[src/rtl/hwmon_irq_pkg.sv]
package hwmon_irq_pkg;
  localparam int DW = 8;
  localparam int AW = 6;
  localparam int ST_W = 2 * DW;

  // register map
  localparam int A_ST_LO   = 'h00;
  localparam int A_ST_HI   = 'h01;
  localparam int A_SMSK_LO = 'h02;
  localparam int A_SMSK_HI = 'h03;
  localparam int A_NMSK_LO = 'h04;
  localparam int A_NMSK_HI = 'h05;
  localparam int A_CTL     = 'h06;
  localparam int A_LIM     = 'h10;

  // control bits
  localparam int CTL_W     = 4;
  localparam int C_SMI_EN  = 0;
  localparam int C_NMI_EN  = 1;
  localparam int C_SMI_BLK = 2;
  localparam int C_NMI_BLK = 3;
endpackage

[src/rtl/hwmon_evt_sync.sv]
module hwmon_evt_sync #(
  parameter int N = 3
) (
  input  logic         clk_i,
  input  logic         rst_ni,
  input  logic [N-1:0] evt_i,
  output logic [N-1:0] rise_o
);
  for (genvar e = 0; e < N; e++) begin : g_evt
    logic s1_q, s2_q, prev_q;
    always_ff @(posedge clk_i or negedge rst_ni) begin
      if (!rst_ni) begin
        s1_q   <= 1'b0;
        s2_q   <= 1'b0;
        prev_q <= 1'b0;
      end else begin
        s1_q   <= evt_i[e];
        s2_q   <= s1_q;
        prev_q <= s2_q;
      end
    end
    assign rise_o[e] = s2_q & ~prev_q;

    assert_single_pulse_R6: assert property (@(posedge clk_i) disable iff (!rst_ni)
      rise_o[e] |=> !rise_o[e]);
  end
endmodule

[src/rtl/hwmon_limit_chk.sv]
module hwmon_limit_chk
  import hwmon_irq_pkg::*;
#(
  parameter int N_VOLT = 7,
  parameter int N_FAN  = 3,
  parameter int SLOT_W = 4
) (
  input  logic                          clk_i,
  input  logic                          rst_ni,
  input  logic                          meas_valid_i,
  input  logic [SLOT_W-1:0]             meas_idx_i,
  input  logic [DW-1:0]                 meas_data_i,
  input  logic [AW-1:0]                 reg_addr_i,
  input  logic                          reg_wr_i,
  input  logic [DW-1:0]                 reg_wdata_i,
  output logic [N_VOLT+N_FAN:0]         viol_o,
  output logic [DW-1:0]                 rdata_o
);
  localparam int N_LIM   = N_VOLT + 1 + N_FAN;
  localparam int T_SLOT  = N_VOLT;
  localparam int F_SLOT  = N_VOLT + 1;
  localparam int A_TOVER = A_LIM + 2 * N_VOLT;
  localparam int A_THYST = A_TOVER + 1;
  localparam int A_FAN   = A_THYST + 1;

  logic [N_VOLT-1:0][DW-1:0] vhi_rd, vlo_rd;
  logic [N_FAN-1:0][DW-1:0]  fan_rd;
  logic [DW-1:0]             tover_q, thyst_q;
  logic                      hot_q, hot_d, t_meas;

  for (genvar v = 0; v < N_VOLT; v++) begin : g_volt
    logic [DW-1:0] hi_q, lo_q;
    always_ff @(posedge clk_i or negedge rst_ni) begin
      if (!rst_ni) begin
        hi_q <= '1;
        lo_q <= '0;
      end else if (reg_wr_i) begin
        if (reg_addr_i == AW'(A_LIM + 2 * v))     hi_q <= reg_wdata_i;
        if (reg_addr_i == AW'(A_LIM + 2 * v + 1)) lo_q <= reg_wdata_i;
      end
    end
    assign vhi_rd[v] = hi_q;
    assign vlo_rd[v] = lo_q;
    assign viol_o[v] = meas_valid_i && (meas_idx_i == SLOT_W'(v)) &&
                       ((meas_data_i > hi_q) || (meas_data_i < lo_q));
  end

  for (genvar f = 0; f < N_FAN; f++) begin : g_fan
    logic [DW-1:0] lim_q;
    always_ff @(posedge clk_i or negedge rst_ni) begin
      if (!rst_ni)                                         lim_q <= '1;
      else if (reg_wr_i && reg_addr_i == AW'(A_FAN + f))   lim_q <= reg_wdata_i;
    end
    assign fan_rd[f]          = lim_q;
    assign viol_o[F_SLOT + f] = meas_valid_i && (meas_idx_i == SLOT_W'(F_SLOT + f)) &&
                                (meas_data_i > lim_q);
  end

  // temperature: signed compare with hysteresis
  always_ff @(posedge clk_i or negedge rst_ni) begin
    if (!rst_ni) begin
      tover_q <= 8'h7f;
      thyst_q <= 8'h7f;
      hot_q   <= 1'b0;
    end else begin
      hot_q <= hot_d;
      if (reg_wr_i && reg_addr_i == AW'(A_TOVER)) tover_q <= reg_wdata_i;
      if (reg_wr_i && reg_addr_i == AW'(A_THYST)) thyst_q <= reg_wdata_i;
    end
  end

  assign t_meas = meas_valid_i && (meas_idx_i == SLOT_W'(T_SLOT));

  always_comb begin
    hot_d = hot_q;
    if (t_meas) begin
      if ($signed(meas_data_i) > $signed(tover_q))      hot_d = 1'b1;
      else if ($signed(meas_data_i) < $signed(thyst_q)) hot_d = 1'b0;
    end
  end
  assign viol_o[T_SLOT] = t_meas && hot_d;

  always_comb begin
    rdata_o = '0;
    for (int v = 0; v < N_VOLT; v++) begin
      if (reg_addr_i == AW'(A_LIM + 2 * v))     rdata_o = vhi_rd[v];
      if (reg_addr_i == AW'(A_LIM + 2 * v + 1)) rdata_o = vlo_rd[v];
    end
    for (int f = 0; f < N_FAN; f++)
      if (reg_addr_i == AW'(A_FAN + f)) rdata_o = fan_rd[f];
    if (reg_addr_i == AW'(A_TOVER)) rdata_o = tover_q;
    if (reg_addr_i == AW'(A_THYST)) rdata_o = thyst_q;
  end

  assert_one_slot_R2: assert property (@(posedge clk_i) disable iff (!rst_ni)
    $onehot0(viol_o));

  assert_hot_holds_R3: assert property (@(posedge clk_i) disable iff (!rst_ni)
    !t_meas |=> $stable(hot_q));

  if (N_LIM > (1 << SLOT_W)) begin : g_bad_slot_w
    initial assert_slot_width_R9: assert (0) else $error("SLOT_W too small");
  end
endmodule

[src/rtl/hwmon_irq_ctrl.sv]
module hwmon_irq_ctrl
  import hwmon_irq_pkg::*;
#(
  parameter int N_SRC = 14
) (
  input  logic             clk_i,
  input  logic             rst_ni,
  input  logic [N_SRC-1:0] set_i,
  input  logic [AW-1:0]    reg_addr_i,
  input  logic             reg_wr_i,
  input  logic             reg_rd_i,
  input  logic [DW-1:0]    reg_wdata_i,
  output logic [DW-1:0]    rdata_o,
  output logic             smi_o,
  output logic             nmi_o
);
  logic [N_SRC-1:0] st_q, st_d, smsk_q, smsk_d, nmsk_q, nmsk_d;
  logic [CTL_W-1:0] ctl_q;
  logic [ST_W-1:0]  st_w, smsk_w, nmsk_w, clr_w, smsk_nw, nmsk_nw;
  logic             rd_lo, rd_hi;

  assign st_w   = ST_W'(st_q);
  assign smsk_w = ST_W'(smsk_q);
  assign nmsk_w = ST_W'(nmsk_q);
  assign rd_lo  = reg_rd_i && (reg_addr_i == AW'(A_ST_LO));
  assign rd_hi  = reg_rd_i && (reg_addr_i == AW'(A_ST_HI));

  // clear only what the read returned; new sets win
  always_comb begin
    clr_w = '0;
    if (rd_lo) clr_w[DW-1:0]    = st_w[DW-1:0];
    if (rd_hi) clr_w[ST_W-1:DW] = st_w[ST_W-1:DW];
    st_d = (st_q & ~clr_w[N_SRC-1:0]) | set_i;
  end

  always_comb begin
    smsk_nw = smsk_w;
    nmsk_nw = nmsk_w;
    if (reg_wr_i) begin
      if (reg_addr_i == AW'(A_SMSK_LO)) smsk_nw[DW-1:0]    = reg_wdata_i;
      if (reg_addr_i == AW'(A_SMSK_HI)) smsk_nw[ST_W-1:DW] = reg_wdata_i;
      if (reg_addr_i == AW'(A_NMSK_LO)) nmsk_nw[DW-1:0]    = reg_wdata_i;
      if (reg_addr_i == AW'(A_NMSK_HI)) nmsk_nw[ST_W-1:DW] = reg_wdata_i;
    end
    smsk_d = smsk_nw[N_SRC-1:0];
    nmsk_d = nmsk_nw[N_SRC-1:0];
  end

  always_ff @(posedge clk_i or negedge rst_ni) begin
    if (!rst_ni) begin
      st_q   <= '0;
      smsk_q <= '0;
      nmsk_q <= '0;
      ctl_q  <= '0;
    end else begin
      st_q   <= st_d;
      smsk_q <= smsk_d;
      nmsk_q <= nmsk_d;
      if (reg_wr_i && reg_addr_i == AW'(A_CTL)) ctl_q <= reg_wdata_i[CTL_W-1:0];
    end
  end

  assign smi_o = ctl_q[C_SMI_EN] & ~ctl_q[C_SMI_BLK] & (|(st_q & ~smsk_q));
  assign nmi_o = ctl_q[C_NMI_EN] & ~ctl_q[C_NMI_BLK] & (|(st_q & ~nmsk_q));

  always_comb begin
    rdata_o = '0;
    case (reg_addr_i)
      AW'(A_ST_LO):   rdata_o = st_w[DW-1:0];
      AW'(A_ST_HI):   rdata_o = st_w[ST_W-1:DW];
      AW'(A_SMSK_LO): rdata_o = smsk_w[DW-1:0];
      AW'(A_SMSK_HI): rdata_o = smsk_w[ST_W-1:DW];
      AW'(A_NMSK_LO): rdata_o = nmsk_w[DW-1:0];
      AW'(A_NMSK_HI): rdata_o = nmsk_w[ST_W-1:DW];
      AW'(A_CTL):     rdata_o = DW'(ctl_q);
      default:        rdata_o = '0;
    endcase
  end

  assert_sticky_lo_R5: assert property (@(posedge clk_i) disable iff (!rst_ni)
    !rd_lo |=> ((st_w[DW-1:0] & $past(st_w[DW-1:0])) == $past(st_w[DW-1:0])));

  assert_sticky_hi_R5: assert property (@(posedge clk_i) disable iff (!rst_ni)
    !rd_hi |=> ((st_w[ST_W-1:DW] & $past(st_w[ST_W-1:DW])) == $past(st_w[ST_W-1:DW])));

  assert_clear_lo_R5: assert property (@(posedge clk_i) disable iff (!rst_ni)
    (rd_lo && ST_W'(set_i) == '0) |=> (st_w[DW-1:0] == '0));

  assert_smi_has_src_R7: assert property (@(posedge clk_i) disable iff (!rst_ni)
    smi_o |-> (st_q != '0));

  assert_nmi_has_src_R7: assert property (@(posedge clk_i) disable iff (!rst_ni)
    nmi_o |-> (st_q != '0));

  if (N_SRC > ST_W) begin : g_bad_src
    initial assert_src_fit_R9: assert (0) else $error("too many sources");
  end
endmodule

[src/rtl/hwmon_irq_unit.sv]
module hwmon_irq_unit
  import hwmon_irq_pkg::*;
#(
  parameter int N_VOLT = 7,
  parameter int N_FAN  = 3,
  parameter int SLOT_W = 4
) (
  input  logic              clk_i,
  input  logic              rst_ni,
  input  logic              meas_valid_i,
  input  logic [SLOT_W-1:0] meas_idx_i,
  input  logic [DW-1:0]     meas_data_i,
  input  logic              smi_chain_i,
  input  logic              board_temp_i,
  input  logic              intrusion_i,
  input  logic [AW-1:0]     reg_addr_i,
  input  logic              reg_wr_i,
  input  logic              reg_rd_i,
  input  logic [DW-1:0]     reg_wdata_i,
  output logic [DW-1:0]     reg_rdata_o,
  output logic              smi_o,
  output logic              nmi_o
);
  localparam int N_LIM = N_VOLT + 1 + N_FAN;
  localparam int N_EXT = 3;
  localparam int N_SRC = N_LIM + N_EXT;

  logic [N_LIM-1:0] viol;
  logic [N_EXT-1:0] evt, rise;
  logic [DW-1:0]    lim_rdata, ctl_rdata;

  assign evt = {intrusion_i, board_temp_i, smi_chain_i};

  hwmon_evt_sync #(.N(N_EXT)) u_evt (
    .clk_i  (clk_i),
    .rst_ni (rst_ni),
    .evt_i  (evt),
    .rise_o (rise)
  );

  hwmon_limit_chk #(.N_VOLT(N_VOLT), .N_FAN(N_FAN), .SLOT_W(SLOT_W)) u_lim (
    .clk_i        (clk_i),
    .rst_ni       (rst_ni),
    .meas_valid_i (meas_valid_i),
    .meas_idx_i   (meas_idx_i),
    .meas_data_i  (meas_data_i),
    .reg_addr_i   (reg_addr_i),
    .reg_wr_i     (reg_wr_i),
    .reg_wdata_i  (reg_wdata_i),
    .viol_o       (viol),
    .rdata_o      (lim_rdata)
  );

  hwmon_irq_ctrl #(.N_SRC(N_SRC)) u_ctl (
    .clk_i       (clk_i),
    .rst_ni      (rst_ni),
    .set_i       ({rise, viol}),
    .reg_addr_i  (reg_addr_i),
    .reg_wr_i    (reg_wr_i),
    .reg_rd_i    (reg_rd_i),
    .reg_wdata_i (reg_wdata_i),
    .rdata_o     (ctl_rdata),
    .smi_o       (smi_o),
    .nmi_o       (nmi_o)
  );

  // address ranges do not overlap; unmapped sides return 0
  assign reg_rdata_o = lim_rdata | ctl_rdata;
endmodule

[config.mk]
export PLATFORM = sky130hd
export DESIGN_NAME = hwmon_irq_unit
export DESIGN_NICKNAME = d
export VERILOG_FILES = /design/src/rtl/hwmon_irq_pkg.sv /design/src/rtl/hwmon_evt_sync.sv /design/src/rtl/hwmon_limit_chk.sv /design/src/rtl/hwmon_irq_ctrl.sv /design/src/rtl/hwmon_irq_unit.sv
export SDC_FILE = /design/constraint.sdc
export NUM_CORES = 1
export LEC_CHECK = 0
export ABC_AREA = 1
export ABC_CLOCK_PERIOD_IN_PS = 2860
export CAP_MARGIN = 20
export CORE_ASPECT_RATIO = 0.8
export CORE_MARGIN = 2
export CORE_UTILIZATION = 55
export CTS_CLUSTER_DIAMETER = 30
export CTS_CLUSTER_SIZE = 25
export DETAILED_ROUTE_END_ITERATION = 10
export PLACE_DENSITY = 0.77
export SETUP_SLACK_MARGIN = 0.1
export SLEW_MARGIN = 20
export SYNTH_ARGS = -nofsm -noshare
export SYNTH_HDL_FRONTEND = slang
export SYNTH_SLANG_ARGS = --single-unit
export TNS_END_PERCENT = 50
[constraint.sdc]
create_clock -name clk_i -period 2.86 [get_ports clk_i]
set_clock_uncertainty 0.2 [all_clocks]
set_input_delay 0.286 -clock clk_i [delete_from_list [all_inputs] [get_ports clk_i]]
set_output_delay 0.286 -clock clk_i [all_outputs]
set_load 0.01 [all_outputs]
==> results.sh, run 1 <==
export IMPL_status="finished clean"
export IMPL_maxSlewViolCount=0
export IMPL_grt_pass1_wl_um=65900
export IMPL_max_clock_freq_ghz=0.352
export IMPL_firstDrtPassIters=9
export IMPL_synth_compound_area_share_pct=16.1
export IMPL_period_share_pct=99.3
export IMPL_crit_top_cell="nand4_1"
export IMPL_syn_num_nets=1793
export IMPL_pre_cts_slack_ps=-523
export IMPL_synthArstFlopShare_pct=100
export IMPL_synth_ff_type="dfrtp_1"
export IMPL_ys_top_cells_by_area="dfrtp_1 22%, dfstp_2 19%, ha_1 14%, nand2_1 12%, o21ai_0 8.2%"
export IMPL_power_density_nw_per_um2=665
export IMPL_synth_area_mux_share_pct=0
export IMPL_port_buffers=43
export IMPL_clk_pin_slew_ps=50
export IMPL_antenna_found_initial=1
export IMPL_tns_ps=0
export IMPL_via_count=12312
export IMPL_ant_nets=0
export IMPL_min_period_ps=2840
export IMPL_cts_root_buffer="clkbuf_16"
export IMPL_synth_edf_count=0
export IMPL_hold_path_end="u_evt.g_evt[2].s1_q"
export IMPL_ys_seq_elements=208
export IMPL_drc_errors=0
export IMPL_p_total_mw=10.6
export IMPL_rows=50
export IMPL_wl_um=42000
export IMPL_synth_cell_type_count=42
export IMPL_grt_max_degree=85
export IMPL_grt_use_total_pct=34.5
export IMPL_layout_nets=1935
export IMPL_area_growth_pct=23.5
export IMPL_die_h_um=141
export IMPL_grt_overflow_total=0
export IMPL_cp_cell_sequence="nand3_1 -> nand3_1 -> nor2_2 -> nand4_1 -> nor2_2 -> nand4_1 -> nand2_1 -> nand4_1 -> nor2_2 -> nand4_1 -> buf_2"
export IMPL_yosysWarnings=0
export IMPL_synth_top_area_share_pct=22.0
export IMPL_synthCells=1615
export IMPL_cts_buffer_depth=3
export IMPL_finalSetupViolations=0
export IMPL_synthAdderAreaFrac_pct=13.9
export IMPL_via_per_inst=5.85
export IMPL_relSlewSlack_pct=51.1
export IMPL_drive_above_1_share_pct=19.7
export IMPL_numCtsBuffers=43
export IMPL_startpoint_type="register"
export IMPL_worst_pin_slew_ps=734
export IMPL_hold_slack_ps=7.70
export IMPL_end_kind="primary output"
export IMPL_avgSynthCellArea_sq_um=8.02
export IMPL_yosysSeqAreaShare_pct=41.1
export IMPL_finalWorstSetupSlack_ps=21.3
export IMPL_ir_worst_vdd_mv=0.446
export IMPL_synth_top_family_by_area="simple AND/OR/NAND/NOR gates"
export IMPL_dpl_hpwl_um=28900
export IMPL_crit_type="reg -> out"
export IMPL_core_sq_um=23300
export IMPL_io_pins=44
export IMPL_hp_start="intrusion_i"
export IMPL_wl_per_cell_um=20.0
export IMPL_path_buf_inv=1
export IMPL_insertion_delay_ps=540
export IMPL_globalplace_congestion=0.953
export IMPL_rsz0062_at_grt="yes"
export IMPL_cp_max_fo=3
export IMPL_htree_levels=2
export IMPL_min_path_type="in -> reg"
export IMPL_synthesis_area_sq_um=13000
export IMPL_cts_sinks=208
export IMPL_crit_required_ps=2370
export IMPL_rr_worst_depth=10
export IMPL_r2r_slack_ps=570
export IMPL_critPathTopFamily="simple AND/OR/NAND/NOR gates"
export IMPL_p_leak_nw=7.15
export IMPL_dieWidth_um=176
export IMPL_synth_xor_area_share_pct=0
export IMPL_place_area_sq_um=14400
export IMPL_yosys_top_cells_count="403 x nand2_1, 216 x inv_1, 212 x o21ai_0"
export IMPL_hold_viol=0
export IMPL_grt_pass1_vias=11890
export IMPL_slowest_stage="dfrtp_1"
export IMPL_hold_depth=1
export IMPL_n_antenna_cell=0
export IMPL_synth_most_common_cell="nand2_1"
export IMPL_synth_area_leader_cell="dfrtp_1"
export IMPL_synth_simple_gate_area_share_pct=20.7
export IMPL_drt_initial_drc_count=1350
export IMPL_max_stage_delay_ps=430
export IMPL_worstReg2RegStart="u_lim.tover_q[1]"
export IMPL_cap_violations=0
export IMPL_reg2reg_to="u_lim.hot_q"
export IMPL_cp_arrival_ps=2350
export IMPL_die_area_sq_um=24800
export IMPL_postLayoutCellArea_sq_um=16000
export IMPL_cts_tree="built"
export IMPL_start_util_pct=55.7
## layout make-up
cell class | count | area (sq um)
Clock buffer | 60 | 1240
Inverter | 232 | 878
Sequential cell | 208 | 5320
Timing Repair Buffer | 139 | 1270
Clock inverter | 19 | 231
Fill cell | 1881 | 7270
Tap cell | 312 | 390
Multi-Input combinational cell | 1133 | 6670
## flip-flops by register name (all words and copies together), names as in the netlist
| register | count |
|---|---|
| u_lim.hot_q | 1 |
| u_lim.thyst_q | 8 |
| u_evt.g_evt.prev_q | 3 |
| u_lim.tover_q | 8 |
| u_ctl.ctl_q | 4 |
| u_ctl.st_q | 14 |
| u_evt.g_evt.s2_q | 3 |
| u_ctl.smsk_q | 14 |
| u_lim.g_volt.hi_q | 56 |
| u_lim.g_volt.lo_q | 56 |
| u_ctl.nmsk_q | 14 |
| u_evt.g_evt.s1_q | 3 |
| u_lim.g_fan.lim_q | 24 |
## placed cells by master, fill, tap and decap left out, drive strengths merged, types with 32 or more instances in the layout
master / instances
o21ai: 229
inv: 241
a21oi: 80
clkbuf: 64
nand4: 44
nor2: 105
buf: 100
dfstp: 94
nand2: 414
dfrtp: 114
ha: 144
nand3: 32
## worst reg2reg max path, cell delays in order (launching register included)
cell	delay, ps
dfstp_2	540
inv_1	50
ha_1	280
a21oi_1	150
o21ai_0	90
a31oi_1	140
nor2_1	50
o21ai_0	150
o22ai_1	150
o21ai_0	220
o21ai_0	140
## how the worst max path moves through the flow
stage / from / slack (ps) / cells after the start / end
4_1_cts: u_lim.g_volt[0].lo_q[5] / 20 / 13 / reg_rdata_o[5]
3_5_place_dp: reg_addr_i[1] / -520 / 17 / reg_rdata_o[3]
6_report: u_lim.g_volt[0].lo_q[3] / 20 / 11 / reg_rdata_o[3]
2_1_floorplan: u_lim.tover_q[3] / 890 / 10 / u_ctl.st_q[7]
3_3_place_gp: reg_addr_i[1] / -460 / 17 / reg_rdata_o[0]
5_1_grt: u_lim.g_volt[0].lo_q[3] / -80 / 11 / reg_rdata_o[3]
## report_power, final
group	total (mW)	leakage [nW]	switching, mW	internal, mW
Sequential	3.82	2.43	0.355	3.46
Clock	5.03	0.716	1.70	3.33
Combinational	1.79	4.00	1.09	0.700
Total	10.6	7.15	3.14	7.50
## metrics by stage
step / std cells / util (%)
detailed placement: 2017 / 61.9
finish: 2103 / 68.7
global placement: 2017 / 61.9
floorplan: 1615 / -
global route: 2103 / 68.7
CTS: 2102 / 68.6
## metal layers
| layer | share of wire [%] | global-route usage [%] |
|---|---|---|
| met1 | 43 | 49.5 |
| met2 | 42 | 50.7 |
| met3 | 11 | 8.20 |
| met4 | 4.0 | 13.7 |
| met5 | 0.021 | 0 |
## cells by family after synthesis
logic type / count (synthesis)
fa+ha+maj: 144
compound gates: 380
simple gates: 609
flops: 208
buf+inv: 274
## what timing repair did
action                                 CTS  global route
setup buffers                            4             1
pin swaps                               18            30
resized for setup                       45            28
hold buffers                             2             0
endpoints found under the hold margin   50             0
setup endpoints to repair                8             8
Power figures use the tool's default switching activity.
==> run 2, diff against run 1 <==
--- a/config.mk
+++ b/config.mk
@@ -9,12 +9,11 @@
 export ABC_CLOCK_PERIOD_IN_PS = 2860
 export CAP_MARGIN = 20
 export CORE_ASPECT_RATIO = 0.8
-export CORE_MARGIN = 2
-export CORE_UTILIZATION = 55
+export CORE_UTILIZATION = 47
 export CTS_CLUSTER_DIAMETER = 30
 export CTS_CLUSTER_SIZE = 25
 export DETAILED_ROUTE_END_ITERATION = 10
-export PLACE_DENSITY = 0.77
+export PLACE_DENSITY = 0.68
 export SETUP_SLACK_MARGIN = 0.1
 export SLEW_MARGIN = 20
 export SYNTH_ARGS = -nofsm -noshare
==> run 2 against run 1 <==
- the flow now finishes with violations (negative setup slack)
- cell count grew 2.6%
- clock power increased by 8.3%
- register-to-register slack better by 40 ps
- critical path depth unchanged
==> results.sh, run 2 (synthesis results as in run 1) <==
export IMPL_io_pins=44
export IMPL_layout_nets=1943
export IMPL_cts_buffer_depth=3
export IMPL_startpoint_type="register"
export IMPL_numCtsBuffers=43
export IMPL_pre_cts_slack_ps=-664
export IMPL_dpl_hpwl_um=28800
export IMPL_status="finished with violations"
export IMPL_place_area_sq_um=14500
export IMPL_tns_ps=-53.7
export IMPL_worst_pin_slew_ps=730
export IMPL_reg_top3="u_lim.g_volt.hi_q (56), u_lim.g_volt.lo_q (56), u_lim.g_fan.lim_q (24)"
export IMPL_cts_root_buffer="clkbuf_16"
export IMPL_insertion_delay_ps=540
export IMPL_finalSetupViolations=2
export IMPL_failed_checks="negative setup slack"
export IMPL_htree_levels=2
export IMPL_max_clock_freq_ghz=0.345
export IMPL_nFillCells=2340
export IMPL_p_leak_nw=7.26
export IMPL_die_area_sq_um=28200
export IMPL_port_buffers=43
export IMPL_via_per_inst=5.59
export IMPL_rsz0062_at_grt="yes"
export IMPL_wl_per_cell_um=19.9
export IMPL_final_core_util_pct=61.1
export IMPL_die_h_um=151
export IMPL_crit_required_ps=2370
export IMPL_end_kind="primary output"
export IMPL_final_cells=2157
export IMPL_hold_slack_ps=99.8
export IMPL_cp_max_fo=3
export IMPL_min_period_ps=2900
export IMPL_grt_use_total_pct=31.0
export IMPL_cap_violations=0
export IMPL_drt_initial_drc_count=1183
export IMPL_ir_worst_vdd_mv=0.469
export IMPL_core_sq_um=26700
export IMPL_drive_above_1_share_pct=21.4
export IMPL_postLayoutCellArea_sq_um=16300
export IMPL_mostFrequentLayoutCells="394 x nand2_1, 213 x inv_1, 211 x o21ai_0"
export IMPL_grt_overflow_total=0
export IMPL_finalWorstSetupSlack_ps=-40.7
export IMPL_cts_sinks=208
export IMPL_area_sequential_sq_um=5330
export IMPL_cts_tree="built"
export IMPL_grt_pass1_vias=11486
export IMPL_grt_max_degree=68
export IMPL_wl_um=43000
export IMPL_period_share_pct=101
export IMPL_start_util_pct=48.6
export IMPL_firstDrtPassIters=6
export IMPL_relSlewSlack_pct=51.2
export IMPL_multi_input_area_sq_um=6730
export IMPL_crit_type="reg -> out"
export IMPL_dp_cells=2070
export IMPL_power_density_nw_per_um2=679
export IMPL_grt_pass1_wl_um=65800
export IMPL_rows=53
export IMPL_min_path_type="in -> async"
export IMPL_globalplace_congestion=1.01
export IMPL_via_count=12063
export IMPL_clk_pin_slew_ps=40
export IMPL_ant_nets=0
export IMPL_hold_viol=0
export IMPL_cp_arrival_ps=2410
export IMPL_p_total_mw=11.1
export IMPL_area_growth_pct=25.7
export IMPL_maxSlewViolCount=0
export IMPL_drc_errors=0
export IMPL_dieWidth_um=188
export IMPL_layout_commonest_cell="nand2_1"
export IMPL_antenna_found_initial=2
## run 2: final cells by class
cell class | count | area share, %
Sequential cell | 208 | 32.7
Inverter | 232 | 5.39
Tap cell | 357 | 2.74
Clock buffer | 51 | 7.17
Clock inverter | 28 | 2.51
Antenna cell | 1 | 0.0154
Timing Repair Buffer | 147 | 8.16
Multi-Input combinational cell | 1133 | 41.3
## run 2: power by group
group	leakage, nW	switching (mW)	internal [mW]	total [mW]
Combinational	4.08	1.09	0.707	1.80
Sequential	2.43	0.341	3.46	3.80
Clock	0.751	1.78	3.67	5.45
## run 2: final timing paths
path | slack, ps | cells after the start | startpoint | to
min reg2reg | 160 | 0 | u_evt.g_evt[1].s1_q | u_evt.g_evt[1].s2_q
max in group asynchronous | 1530 | 3 | rst_ni | u_lim.g_fan[0].lim_q[2]
max reg2reg | 610 | 9 | u_lim.g_volt[1].hi_q[7] | u_ctl.st_q[1]
max | -40 | 11 | u_lim.g_volt[0].lo_q[1] | reg_rdata_o[1]
min | 100 | 2 | rst_ni | u_lim.g_volt[0].lo_q[3]
min in group clk_i | 160 | 0 | u_evt.g_evt[1].s1_q | u_evt.g_evt[1].s2_q
## run 2: per-layer routing
layer	share of wire [%]	up-vias	wire length [um]	global-route usage [%]
li1	-	5685	-	-
met1	43	5660	18700	43.3
met2	42	594	18200	46.6
met3	10	122	4430	7.20
met4	3.8	2	1640	12.2
met5	0.030	-	13	0
## run 2: what timing repair did
action / in CTS / in global routing
cloned: 0 / 0
hold buffers: 4 / 0
resized for setup: 52 / 49
hold endpoints to repair: 90 / 0
pin swaps: 19 / 54
setup buffers: 2 / 1
setup endpoints to repair: 8 / 10
## run 2: worst max-delay path: stages (launching register included)
cell	delay, ps
dfrtp_1	420
nand3_1	100
nand3_1	100
nor2_2	150
nand4_1	100
nor2_1	130
nand4_1	120
nand2_1	100
nand4_1	90
nor2_2	140
nand4_1	120
dlygate4sd2_1	310
==> run 3, diff against run 2 <==
--- a/config.mk
+++ b/config.mk
@@ -9,6 +9,7 @@
 export ABC_CLOCK_PERIOD_IN_PS = 2860
 export CAP_MARGIN = 20
 export CORE_ASPECT_RATIO = 0.8
+export CORE_MARGIN = 1.5
 export CORE_UTILIZATION = 47
 export CTS_CLUSTER_DIAMETER = 30
 export CTS_CLUSTER_SIZE = 25
==> run 3 against run 2 <==
- the flow now finishes without violations
- critical path depth is the same
- sequential share of layout area increased by 0.12 points
- flip-flop and latch count is the same
- largest cell class unchanged
==> results.sh, run 3 (synthesis results as in run 1) <==
export IMPL_status="finished clean"
export IMPL_pre_cts_slack_ps=-653
export IMPL_dpl_hpwl_um=28700
export IMPL_die_area_sq_um=28600
export IMPL_grt_pass1_wl_um=65100
export IMPL_power_density_nw_per_um2=670
export IMPL_start_util_pct=47.7
export IMPL_max_clock_freq_ghz=0.352
export IMPL_startpoint_type="register"
export IMPL_layout_nets=1945
export IMPL_htree_levels=2
export IMPL_cts_sinks=208
export IMPL_port_buffers=43
export IMPL_drt_initial_drc_count=1184
export IMPL_crit_required_ps=2370
export IMPL_grt_pass1_vias=11800
export IMPL_finalWorstSetupSlack_ps=15.8
export IMPL_p_leak_nw=7.22
export IMPL_finalSetupViolations=0
export IMPL_ant_nets=0
export IMPL_grt_overflow_total=0
export IMPL_relSlewSlack_pct=60.9
export IMPL_maxSlewViolCount=0
export IMPL_layout_commonest_cell="nand2_1"
export IMPL_rows=54
export IMPL_globalplace_congestion=0.957
export IMPL_numCtsBuffers=43
export IMPL_drc_errors=0
export IMPL_worst_pin_slew_ps=586
export IMPL_cp_max_fo=2
export IMPL_wl_per_cell_um=19.2
export IMPL_wl_um=41700
export IMPL_rsz0062_at_grt="yes"
export IMPL_end_kind="primary output"
export IMPL_via_count=11962
export IMPL_dieWidth_um=189
export IMPL_min_path_type="in -> reg"
export IMPL_cts_buffer_depth=3
export IMPL_final_cells=2167
export IMPL_firstDrtPassIters=6
export IMPL_reg_top3="u_lim.g_volt.hi_q (56), u_lim.g_volt.lo_q (56), u_lim.g_fan.lim_q (24)"
export IMPL_drive_above_1_share_pct=21.5
export IMPL_ir_worst_vdd_mv=0.480
export IMPL_insertion_delay_ps=550
export IMPL_core_sq_um=27200
export IMPL_mostFrequentLayoutCells="395 x nand2_1, 210 x inv_1, 210 x o21ai_0"
export IMPL_area_growth_pct=25.2
export IMPL_period_share_pct=99.4
export IMPL_grt_max_degree=71
export IMPL_cp_arrival_ps=2360
export IMPL_cts_root_buffer="clkbuf_16"
export IMPL_clk_pin_slew_ps=50
export IMPL_via_per_inst=5.52
export IMPL_hold_slack_ps=27.1
export IMPL_io_pins=44
export IMPL_hold_viol=0
export IMPL_cts_tree="built"
export IMPL_min_period_ps=2840
export IMPL_dp_cells=2075
export IMPL_cap_violations=0
export IMPL_antenna_found_initial=0
export IMPL_crit_type="reg -> out"
export IMPL_die_h_um=152
export IMPL_grt_use_total_pct=30.0
[run 3: cell count changes in the layout (fill, tap and decap cells not counted), sizes merged, moves of 2 or more]
| cell | before | now |
|---|---|---|
| clkinv | 11 | 9 |
| clkinvlp | 5 | 9 |
| buf | 108 | 110 |
| clkbuf | 56 | 50 |
| inv | 236 | 239 |
| clkdlybuf4s15 | 1 | 5 |
[run 3: routing by layer]
layer / wire [um] / GRT usage [%]
met1: 18800 / 41.7
met2: 18300 / 47.0
met3: 3480 / 6.06
met4: 1080 / 10.0
met5: 0 / 0
[run 3: critical path, cell delays in order, from the launching register on]
cell and delay, ps:
dfrtp_1 410, nand3_2 90, nand3_2 80, nor2_2 120, nand4_1 170, nor2_2 130
nand4_1 110, nor2_1 150, nand4_1 200, nand2_1 120, nand4_1 90, buf_2 150
[run 3: layout make-up]
type,count,area (sq um)
Tap cell,364,455
Clock buffer,48,1140
Clock inverter,32,398
Antenna cell,1,2.50
Multi-Input combinational cell,1133,6700
Inverter,232,878
Fill cell,2453,10900
Sequential cell,208,5320
Timing Repair Buffer,149,1330
[run 3: worst paths after layout]
path | from | slack (ps) | cells past startpoint | end
setup / recovery | u_lim.g_volt[0].lo_q[4] | 20 | 11 | reg_rdata_o[4]
hold / removal | smi_chain_i | 30 | 1 | u_evt.g_evt[0].s1_q
setup reg to reg | u_lim.g_volt[0].hi_q[7] | 550 | 10 | u_ctl.st_q[0]
hold reg to reg | u_evt.g_evt[2].s1_q | 150 | 0 | u_evt.g_evt[2].s2_q
max in group asynchronous | rst_ni | 1490 | 3 | u_lim.g_volt[5].hi_q[5]
min in group asynchronous | rst_ni | 100 | 2 | u_ctl.ctl_q[1]
[run 3: metrics by stage]
step | util [%] | power, mW | instance area [sq um] | setup TNS, ps
finish | 59.7 | 10.9 | 16200 | 0
CTS | 59.4 | 10.9 | 16100 | -324
detailed placement | 53.4 | 5.55 | 14500 | -4640
global placement | 53.4 | 5.45 | 14500 | -4220
floorplan | - | 4.79 | 13000 | 0
global route | 59.7 | 11.4 | 16200 | -412
[run 3: where the power goes]
part           total (mW)  switching, mW  internal, mW
combinational        1.79           1.08         0.715
sequential           3.80          0.336          3.46
clock                5.29           1.77          3.52
[run 3: repair_timing]
item | 4_1_cts | 5_1_grt
pin swaps | 33 | 34
hold endpoints to repair | 67 | 0
endpoints found under the setup margin | 8 | 10
hold buffers | 3 | 0
resized for setup | 62 | 28
setup buffers | 6 | 2
